**src/rtl/eep_pkg.sv**
```systemverilog
package eep_pkg;
    localparam int BYTE_W  = 8;
    localparam int STRAP_W = BYTE_W - 2;

    typedef enum logic [2:0] {
        ST_IDLE,
        ST_ADDR,
        ST_WORD,
        ST_LOAD,
        ST_READ,
        ST_PROG
    } eep_state_e;
endpackage

```
**src/rtl/eep_prog_timer.sv**
```systemverilog
module eep_prog_timer #(
    parameter int WRITE_CYCLES = 1_000_000
) (
    input  logic clk,
    input  logic rst_n,
    input  logic go,
    output logic done
);
    localparam int CW = $clog2(WRITE_CYCLES + 1);

    logic [CW-1:0] remain;

    always_ff @(posedge clk or negedge rst_n) begin
        if (!rst_n) begin
            remain <= '0;
        end else if (go) begin
            remain <= CW'(WRITE_CYCLES);
        end else if (remain != '0) begin
            remain <= remain - 1'b1;
        end
    end

    assign done = (remain == CW'(1));
endmodule

```
**src/rtl/eep_page_buf.sv**
```systemverilog
module eep_page_buf #(
    parameter int PAGE_W = 4,
    parameter int BYTE_W = 8
) (
    input  logic                        clk,
    input  logic                        rst_n,
    input  logic                        clear,
    input  logic                        we,
    input  logic [PAGE_W-1:0]           widx,
    input  logic [BYTE_W-1:0]           wdata,
    output logic [(1<<PAGE_W)-1:0]      mask,
    output logic [BYTE_W-1:0]           data [1<<PAGE_W]
);
    localparam int DEPTH = 1 << PAGE_W;

    for (genvar g = 0; g < DEPTH; g++) begin : g_slot
        always_ff @(posedge clk or negedge rst_n) begin
            if (!rst_n) begin
                mask[g] <= 1'b0;
                data[g] <= '0;
            end else if (clear) begin
                mask[g] <= 1'b0;
            end else if (we && widx == PAGE_W'(g)) begin
                mask[g] <= 1'b1;
                data[g] <= wdata;
            end
        end
    end
endmodule

```
**src/rtl/eep_array.sv**
```systemverilog
module eep_array #(
    parameter int ADDR_W = 8,
    parameter int PAGE_W = 4,
    parameter int BYTE_W = 8
) (
    input  logic                        clk,
    input  logic                        commit,
    input  logic [ADDR_W-PAGE_W-1:0]    page,
    input  logic [(1<<PAGE_W)-1:0]      mask,
    input  logic [BYTE_W-1:0]           wdata [1<<PAGE_W],
    input  logic                        rd_en,
    input  logic [ADDR_W-1:0]           rd_addr,
    output logic [BYTE_W-1:0]           rd_data
);
    localparam int WORDS = 1 << ADDR_W;
    localparam int DEPTH = 1 << PAGE_W;

    logic [BYTE_W-1:0] cells [WORDS];

    // nonvolatile contents: deliberately not cleared by reset
    always_ff @(posedge clk) begin
        if (commit) begin
            for (int i = 0; i < DEPTH; i++) begin
                if (mask[i]) begin
                    cells[{page, PAGE_W'(i)}] <= wdata[i];
                end
            end
        end
    end

    always_ff @(posedge clk) begin
        if (rd_en) begin
            rd_data <= cells[rd_addr];
        end
    end
endmodule

```
**src/rtl/eep_fsm.sv**
```systemverilog
module eep_fsm
    import eep_pkg::*;
#(
    parameter int ADDR_W = 8,
    parameter int PAGE_W = 4
) (
    input  logic                 clk,
    input  logic                 rst_n,
    input  logic [STRAP_W-1:0]   strap,
    input  logic                 wr_ctrl,
    input  logic                 ev_start,
    input  logic                 ev_stop,
    input  logic                 ev_byte,
    input  logic [BYTE_W-1:0]    rx_byte,
    input  logic                 ev_rd_req,
    input  logic                 page_any,
    input  logic                 prog_done,
    output eep_state_e           state,
    output logic [ADDR_W-1:0]    ptr,
    output logic                 ld_clear,
    output logic                 ld_we,
    output logic                 prog_go,
    output logic                 rd_en,
    output logic                 resp_valid,
    output logic                 resp_ack,
    output logic                 tx_valid
);
    eep_state_e ns;
    logic       addr_match;
    logic       rsp_v_d;
    logic       rsp_a_d;
    logic [ADDR_W-1:0] ptr_page_inc;

    assign addr_match   = rx_byte[BYTE_W-1] && (rx_byte[BYTE_W-2:1] == strap);
    assign ptr_page_inc = {ptr[ADDR_W-1:PAGE_W], ptr[PAGE_W-1:0] + 1'b1};

    // next-state and strobes
    always_comb begin
        ns       = state;
        ld_clear = 1'b0;
        ld_we    = 1'b0;
        prog_go  = 1'b0;
        rd_en    = 1'b0;
        rsp_v_d  = 1'b0;
        rsp_a_d  = 1'b0;
        unique case (state)
            ST_PROG: begin
                if (ev_byte) rsp_v_d = 1'b1;
                if (prog_done) ns = ST_IDLE;
            end
            ST_IDLE: begin
                if (ev_start) ns = ST_ADDR;
            end
            ST_ADDR: begin
                if (ev_start) begin
                    ns = ST_ADDR;
                end else if (ev_stop) begin
                    ns = ST_IDLE;
                end else if (ev_byte) begin
                    rsp_v_d = 1'b1;
                    rsp_a_d = addr_match;
                    if (!addr_match)     ns = ST_IDLE;
                    else if (rx_byte[0]) ns = ST_READ;
                    else                 ns = ST_WORD;
                end
            end
            ST_WORD: begin
                if (ev_start) begin
                    ns = ST_ADDR;
                end else if (ev_stop) begin
                    ns = ST_IDLE;
                end else if (ev_byte) begin
                    rsp_v_d  = 1'b1;
                    rsp_a_d  = 1'b1;
                    ld_clear = 1'b1;
                    ns       = ST_LOAD;
                end
            end
            ST_LOAD: begin
                if (ev_start) begin
                    ns = ST_ADDR;
                end else if (ev_stop) begin
                    if (page_any && !wr_ctrl) begin
                        prog_go = 1'b1;
                        ns      = ST_PROG;
                    end else begin
                        ns = ST_IDLE;
                    end
                end else if (ev_byte) begin
                    rsp_v_d = 1'b1;
                    rsp_a_d = 1'b1;
                    ld_we   = 1'b1;
                end
            end
            ST_READ: begin
                if (ev_start) begin
                    ns = ST_ADDR;
                end else if (ev_stop) begin
                    ns = ST_IDLE;
                end else if (ev_rd_req) begin
                    rd_en = 1'b1;
                end
            end
            default: ns = ST_IDLE;
        endcase
    end

    // state register
    always_ff @(posedge clk or negedge rst_n) begin
        if (!rst_n) state <= ST_IDLE;
        else        state <= ns;
    end

    // registered outputs and pointer
    always_ff @(posedge clk or negedge rst_n) begin
        if (!rst_n) begin
            ptr        <= '0;
            resp_valid <= 1'b0;
            resp_ack   <= 1'b0;
            tx_valid   <= 1'b0;
        end else begin
            resp_valid <= rsp_v_d;
            resp_ack   <= rsp_a_d;
            tx_valid   <= rd_en;
            if (ld_clear)   ptr <= rx_byte;
            else if (ld_we) ptr <= ptr_page_inc;
            else if (rd_en) ptr <= ptr + 1'b1;
        end
    end
endmodule

```
**src/rtl/eep_page_ctrl.sv**
```systemverilog
module eep_page_ctrl
    import eep_pkg::*;
#(
    parameter int ADDR_W       = 8,
    parameter int PAGE_W       = 4,
    parameter int WRITE_CYCLES = 1_000_000
) (
    input  logic               clk,
    input  logic               rst_n,
    input  logic [5:0]         strap,
    input  logic               wr_ctrl,
    input  logic               ev_start,
    input  logic               ev_stop,
    input  logic               ev_byte,
    input  logic [7:0]         rx_byte,
    input  logic               ev_rd_req,
    output logic               resp_valid,
    output logic               resp_ack,
    output logic               tx_valid,
    output logic [7:0]         tx_data,
    output logic               busy
);
    localparam int DEPTH = 1 << PAGE_W;

    eep_state_e        state;
    logic [ADDR_W-1:0] ptr;
    logic              ld_clear;
    logic              ld_we;
    logic              prog_go;
    logic              prog_done;
    logic              rd_en;
    logic [DEPTH-1:0]  mask;
    logic [7:0]        pdata [DEPTH];

    eep_fsm #(.ADDR_W(ADDR_W), .PAGE_W(PAGE_W)) u_fsm (
        .clk        (clk),
        .rst_n      (rst_n),
        .strap      (strap),
        .wr_ctrl    (wr_ctrl),
        .ev_start   (ev_start),
        .ev_stop    (ev_stop),
        .ev_byte    (ev_byte),
        .rx_byte    (rx_byte),
        .ev_rd_req  (ev_rd_req),
        .page_any   (|mask),
        .prog_done  (prog_done),
        .state      (state),
        .ptr        (ptr),
        .ld_clear   (ld_clear),
        .ld_we      (ld_we),
        .prog_go    (prog_go),
        .rd_en      (rd_en),
        .resp_valid (resp_valid),
        .resp_ack   (resp_ack),
        .tx_valid   (tx_valid)
    );

    eep_page_buf #(.PAGE_W(PAGE_W), .BYTE_W(8)) u_buf (
        .clk   (clk),
        .rst_n (rst_n),
        .clear (ld_clear),
        .we    (ld_we),
        .widx  (ptr[PAGE_W-1:0]),
        .wdata (rx_byte),
        .mask  (mask),
        .data  (pdata)
    );

    eep_prog_timer #(.WRITE_CYCLES(WRITE_CYCLES)) u_timer (
        .clk   (clk),
        .rst_n (rst_n),
        .go    (prog_go),
        .done  (prog_done)
    );

    eep_array #(.ADDR_W(ADDR_W), .PAGE_W(PAGE_W), .BYTE_W(8)) u_array (
        .clk     (clk),
        .commit  (prog_done && state == ST_PROG),
        .page    (ptr[ADDR_W-1:PAGE_W]),
        .mask    (mask),
        .wdata   (pdata),
        .rd_en   (rd_en),
        .rd_addr (ptr),
        .rd_data (tx_data)
    );

    assign busy = (state == ST_PROG);
endmodule

```
**config.mk**
```make
export PLATFORM = sky130hd
export DESIGN_NAME = eep_page_ctrl
export DESIGN_NICKNAME = d
export VERILOG_FILES = /design/src/rtl/eep_pkg.sv /design/src/rtl/eep_prog_timer.sv /design/src/rtl/eep_page_buf.sv /design/src/rtl/eep_array.sv /design/src/rtl/eep_fsm.sv /design/src/rtl/eep_page_ctrl.sv
export SDC_FILE = /design/constraint.sdc
export NUM_CORES = 2
export LEC_CHECK = 0
export ABC_AREA = 0
export BUFFER_PORTS_ARGS = -buffer_cell sky130_fd_sc_hd__buf_2
export CORE_MARGIN = 1.5
export CORE_UTILIZATION = 60
export DETAILED_ROUTE_END_ITERATION = 12
export PLACE_DENSITY_LB_ADDON = 0.3
export REMOVE_ABC_BUFFERS = 1
export SETUP_SLACK_MARGIN = 0.02
export SYNTH_ARGS = -nofsm -noshare
export SYNTH_HDL_FRONTEND = slang
export SYNTH_SLANG_ARGS = --single-unit
```
**constraint.sdc**
```tcl
create_clock -name clk -period 4.5 [get_ports clk]
set_clock_uncertainty 0.05 [all_clocks]
set_input_delay 0.675 -clock clk [delete_from_list [all_inputs] [get_ports clk]]
set_output_delay 0.675 -clock clk [all_outputs]
set_load 0.02 [all_outputs]
```
==> impl_summary.txt <==
----------------------------------------------------
[CTS]
  Clock sink count ... around 2,200
  CTS root buf ... clkbuf_16
  Worst-skew pair later-pin latency ... roughly 0.85 ns
  Post-CTS setup buffer count ... 0
  Clock tree from TritonCTS ... done
  Resized cells post-CTS ... 0
  CTS Buffer Depth ... 3
  Worst-path clk slew ... around 0.06 ns
  Total clock buffers created by CTS ... around 200
  H-tree level count ... 4

[Yosys]
  Most used flip-flop cell after synthesis ... edfxtp_1
  Area share of the largest cell type after synthesis ... 71.94%
  Share of async-settable or async-resettable flops after synthesis ... under 10%
  Post-synth top area cell ... edfxtp_1
  Synth Cell Area ... 0.08582 mm^2
  Sequential share of the synthesized area ... between 70% and 80%
  Average cell area after synthesis ... 21.01 um^2
  Count of flip-flops with a built-in enable after synthesis ... 2,056
  Count of state elements after synthesis ... about 2,200
  Number of cells produced by synthesis ... ~4,100
  Number of warning messages in the yosys log ... 0
  Unique masters post-synth ... 54
  Biggest area contributors in the synthesized netlist ... edfxtp_1 (72%), mux4_2 (13%), dfrtp_1 (5.2%)

[Drt]
  Average routed wire per standard cell ... 46.00 um
  Via-to-Cell Ratio ... between 7 and 8
  Drt pass-1 iters ... 8
  Via count ... approximately 50,000
  Remaining number of nets flagged by the antenna check after routing ... 0
  Total detailed-routing wirelength ... about 300,000 um
  First-iteration detailed-routing DRC count ... around 11,000
  DRC violations left ... 0

[Power and ir drop]
  Total power after layout ... roughly 50 mW
  Switching power ... 14.48 mW
  Fraction of power consumed by sequential logic ... a little under half
  Power Internal ... ~36 mW
  P per Cell Area ... a little over 500 mW/mm^2
  Fraction of power consumed by combinational cells ... 20.0%
  Peak supply drop ... roughly 450 uV
  Sw frac ... 28.87%
  Static leakage power ... approximately 36 nW
  Fraction of power consumed by the clock network ... 34.9%

[Die]
  Placeable Area ... 0.1418 mm^2
  Core Rows ... between 100 and 150
  Initial Utilization ... roughly three fifths
  Io pins ... 33
  Die Width ... between 300 and 400 um
  Die Outline Area ... 0.1453 mm^2
  Height of the chip ... ~380 um

[Critical path]
  Endpoint kind of the worst setup timing path ... flip-flop
  Slowest stage delay, CP ... approximately 0.85 ns
  Crit path launch ... u_fsm.ptr[0]$_DFFE_PN0P_
  Bufs and invs on worst path ... 2
  Classification of the worst setup path ... flip-flop to flip-flop
  Worst R2R Start ... u_fsm.ptr[0]$_DFFE_PN0P_
  Most numerous cell on the critical path ... buf_12
  CP Launch Type ... flip-flop
  Critical path's top delay family ... compound AO/OA/AOI/OAI gates
  Arrival time of data at the critical path endpoint ... 4.61 ns
  Peak fanout along the critical path ... 21
  Cell with the biggest individual delay on the critical path ... a22oi_1
  Required time of the worst setup path ... about 5 ns
  Crit path cell chain ... buf_12 > buf_12 > mux4_2 > a22oi_1 > a21oi_1 > o41ai_1 > nand4_1

[GRT]
  Pin count of the biggest net entering global routing ... approximately 130
  Vias in the first global route ... approximately 46,000
  First-pass GRT wire length ... 394,000 um
  GRT overflow ... 0
  Total global-route track usage ... 41.11%
  Antenna violations before repair ... 28

[Placement]
  Number of buffers inserted by port buffering ... 32
  Placed inst area ... around 0.09 mm^2
  Cells after DPL ... approximately 6,100
  Global placement routability congestion ... approximately 1.0
  DPL Wire Length ... approximately 180,000 um

[Timing]
  Achievable frequency ... about 0.24 GHz
  Hold Fails Final Rpt ... 0
  Rel. slew slack ... -4.674%
  Final slew viol count ... 2
  Setup-violating endpoint count in the final report ... 0
  Final worst path period need ... between 4 and 5 ns
  Transition time at the pin with the least slew margin ... approximately 1.6 ns
  Setup repair after global routing missed its margin ... false
  Total negative slack ... 0 ns
  Final clock period utilization by the worst path ... between 90% and 100%

[Layout]
  Number of nets at the end of the flow ... roughly 4,400
  Final Instance Count excl. Fillers ... 6,449
  Count of filler cells inserted in the layout ... approximately 8,400
  P&R area growth vs syn ... 12.66%
  Share of cells above drive strength 1 ... between 20% and 30%
  Design Area, Final ... between 0.09 and 0.1 mm^2

[Outcome]
  Violations in the final reports ... max-capacitance violations, max-slew violations
  Run status ... finished with violations

[Run]
  Number of max-cap violations ... 1

[Worst hold path]
  Start point of the worst min-delay path ... ev_start
  Type of the most critical hold path ... input port to flip-flop

----------------------------------------------------
## layout by cell type (no fill, tap or decap), types with 11 or more instances in the layout
cell type	n
inv_1	12
clkinv_2	43
a21o_1	13
bufinv_16	20
edfxtp_1	2056
mux4_2	512
buf_2	31
buf_12	28
nand3_1	16
o21ai_0	12
inv_6	11
clkinv_1	47
dfrtp_1	176
mux2_2	129
nand2_1	42
clkbuf_1	34
buf_4	275
clkbuf_16	212
a21oi_1	141
o41ai_1	33
a22oi_1	257
nor2_1	298
## kinds of logic (layout without fill, tap and decap cells)
group	count (synthesis)	in the layout	synth area share, %
DFF	2234	2234	77.13
muxes	642	642	15.14
AOI/OAI and AO/OA	480	480	3.812
and+or+nand+nor	441	441	2.376
buffers and inverters	265	731	1.277
xor gates and xnor gates	16	16	0.1633
adders and majority gates	7	7	0.1020
other	0	8	0
## layout make-up
class	instances	area [um^2]	share of cell area, %
multi-input cells	1586	18570	19.20
clock buffers	252	5515	5.704
flip-flops and latches	2234	66200	68.47
repair buffers	336	2804	2.900
well taps	1890	2365	2.446
clock inverters	131	1170	1.210
inverters	12	45.04	0.04659
diodes	8	20.02	0.02071
## metrics by stage
stage	util [%]	hold WS (ns)	setup WS, ns
global placement	63.47	0.4119	0.6301
detailed placement	63.47	0.4084	0.6394
floorplan	-	0.3294	-16.88
global route	68.19	0.06306	0.4642
CTS	68.19	0.01487	0.6203
finish	68.21	0.05719	0.3980
## sequential cells by signal, summed over array words and instances (netlist names)
name,cells
u_fsm.ptr,8
u_fsm.tx_valid,1
u_fsm.resp_ack,1
u_array.cells,2048
u_timer.remain,20
u_fsm.resp_valid,1
u_buf.mask,16
u_fsm.state,3
u_array.rd_data,8
u_buf.data,128
## Yosys cell counts, drive strengths merged (10+ instances only)
library cell / number
a22oi: 257
edfxtp: 2056
nand4: 10
nand2: 53
a21oi: 141
o41ai: 33
buf: 79
clkbuf: 174
nor2: 309
mux4: 512
nand3: 16
dfrtp: 178
mux2: 129
inv: 12
a21o: 13
xnor2: 10
o21ai: 12
## final timing paths
| path | slack [ns] | to | depth (start not counted) |
|---|---|---|---|
| setup reg to reg | 0.40 | u_array.rd_data[4]$_DFFE_PP_ | 7 |
| min in group asynchronous | 0.39 | u_buf.data[77]$_DFFE_PN0P_ | 2 |
| hold / removal | 0.06 | u_fsm.tx_valid$_DFF_PN0_ | 2 |
| setup / recovery | 0.40 | u_array.rd_data[4]$_DFFE_PP_ | 7 |
| hold reg to reg | 0.46 | u_array.cells[238][1]$_DFFE_PP_ | 0 |
| max in group asynchronous | 3.00 | u_buf.data[63]$_DFFE_PN0P_ | 3 |
## metal layers
| layer | vias to the layer above | wire [um] | global-route usage, % | part of all wire (%) |
|---|---|---|---|---|
| met1 | 24624 | 93020 | 53.13 | 31 |
| met4 | 32 | 21180 | 23.17 | 7.1 |
| met3 | 856 | 59890 | 22.31 | 20 |
| li1 | 17580 | - | - | - |
| met2 | 5524 | 122200 | 55.35 | 41 |
| met5 | - | 382 | 0.7937 | 0.13 |
## what timing repair did
item / 4_1_cts / 5_1_grt
hold buffers: 1 / 0
setup endpoints to repair: 0 / 0
endpoints found under the hold margin: 75 / 0
## power by group through the flow
stage          Clock, mW  Combinational [mW]  Sequential [mW]
6_report            17.5                10.0             22.7
4_1_cts             17.4                9.45             22.6
2_1_floorplan          0                2.69             23.4
3_5_place_dp           0                9.39             23.1
5_1_grt             18.2                10.0             22.6
3_3_place_gp           0                9.36             23.1
Power figures use the tool's default switching activity.
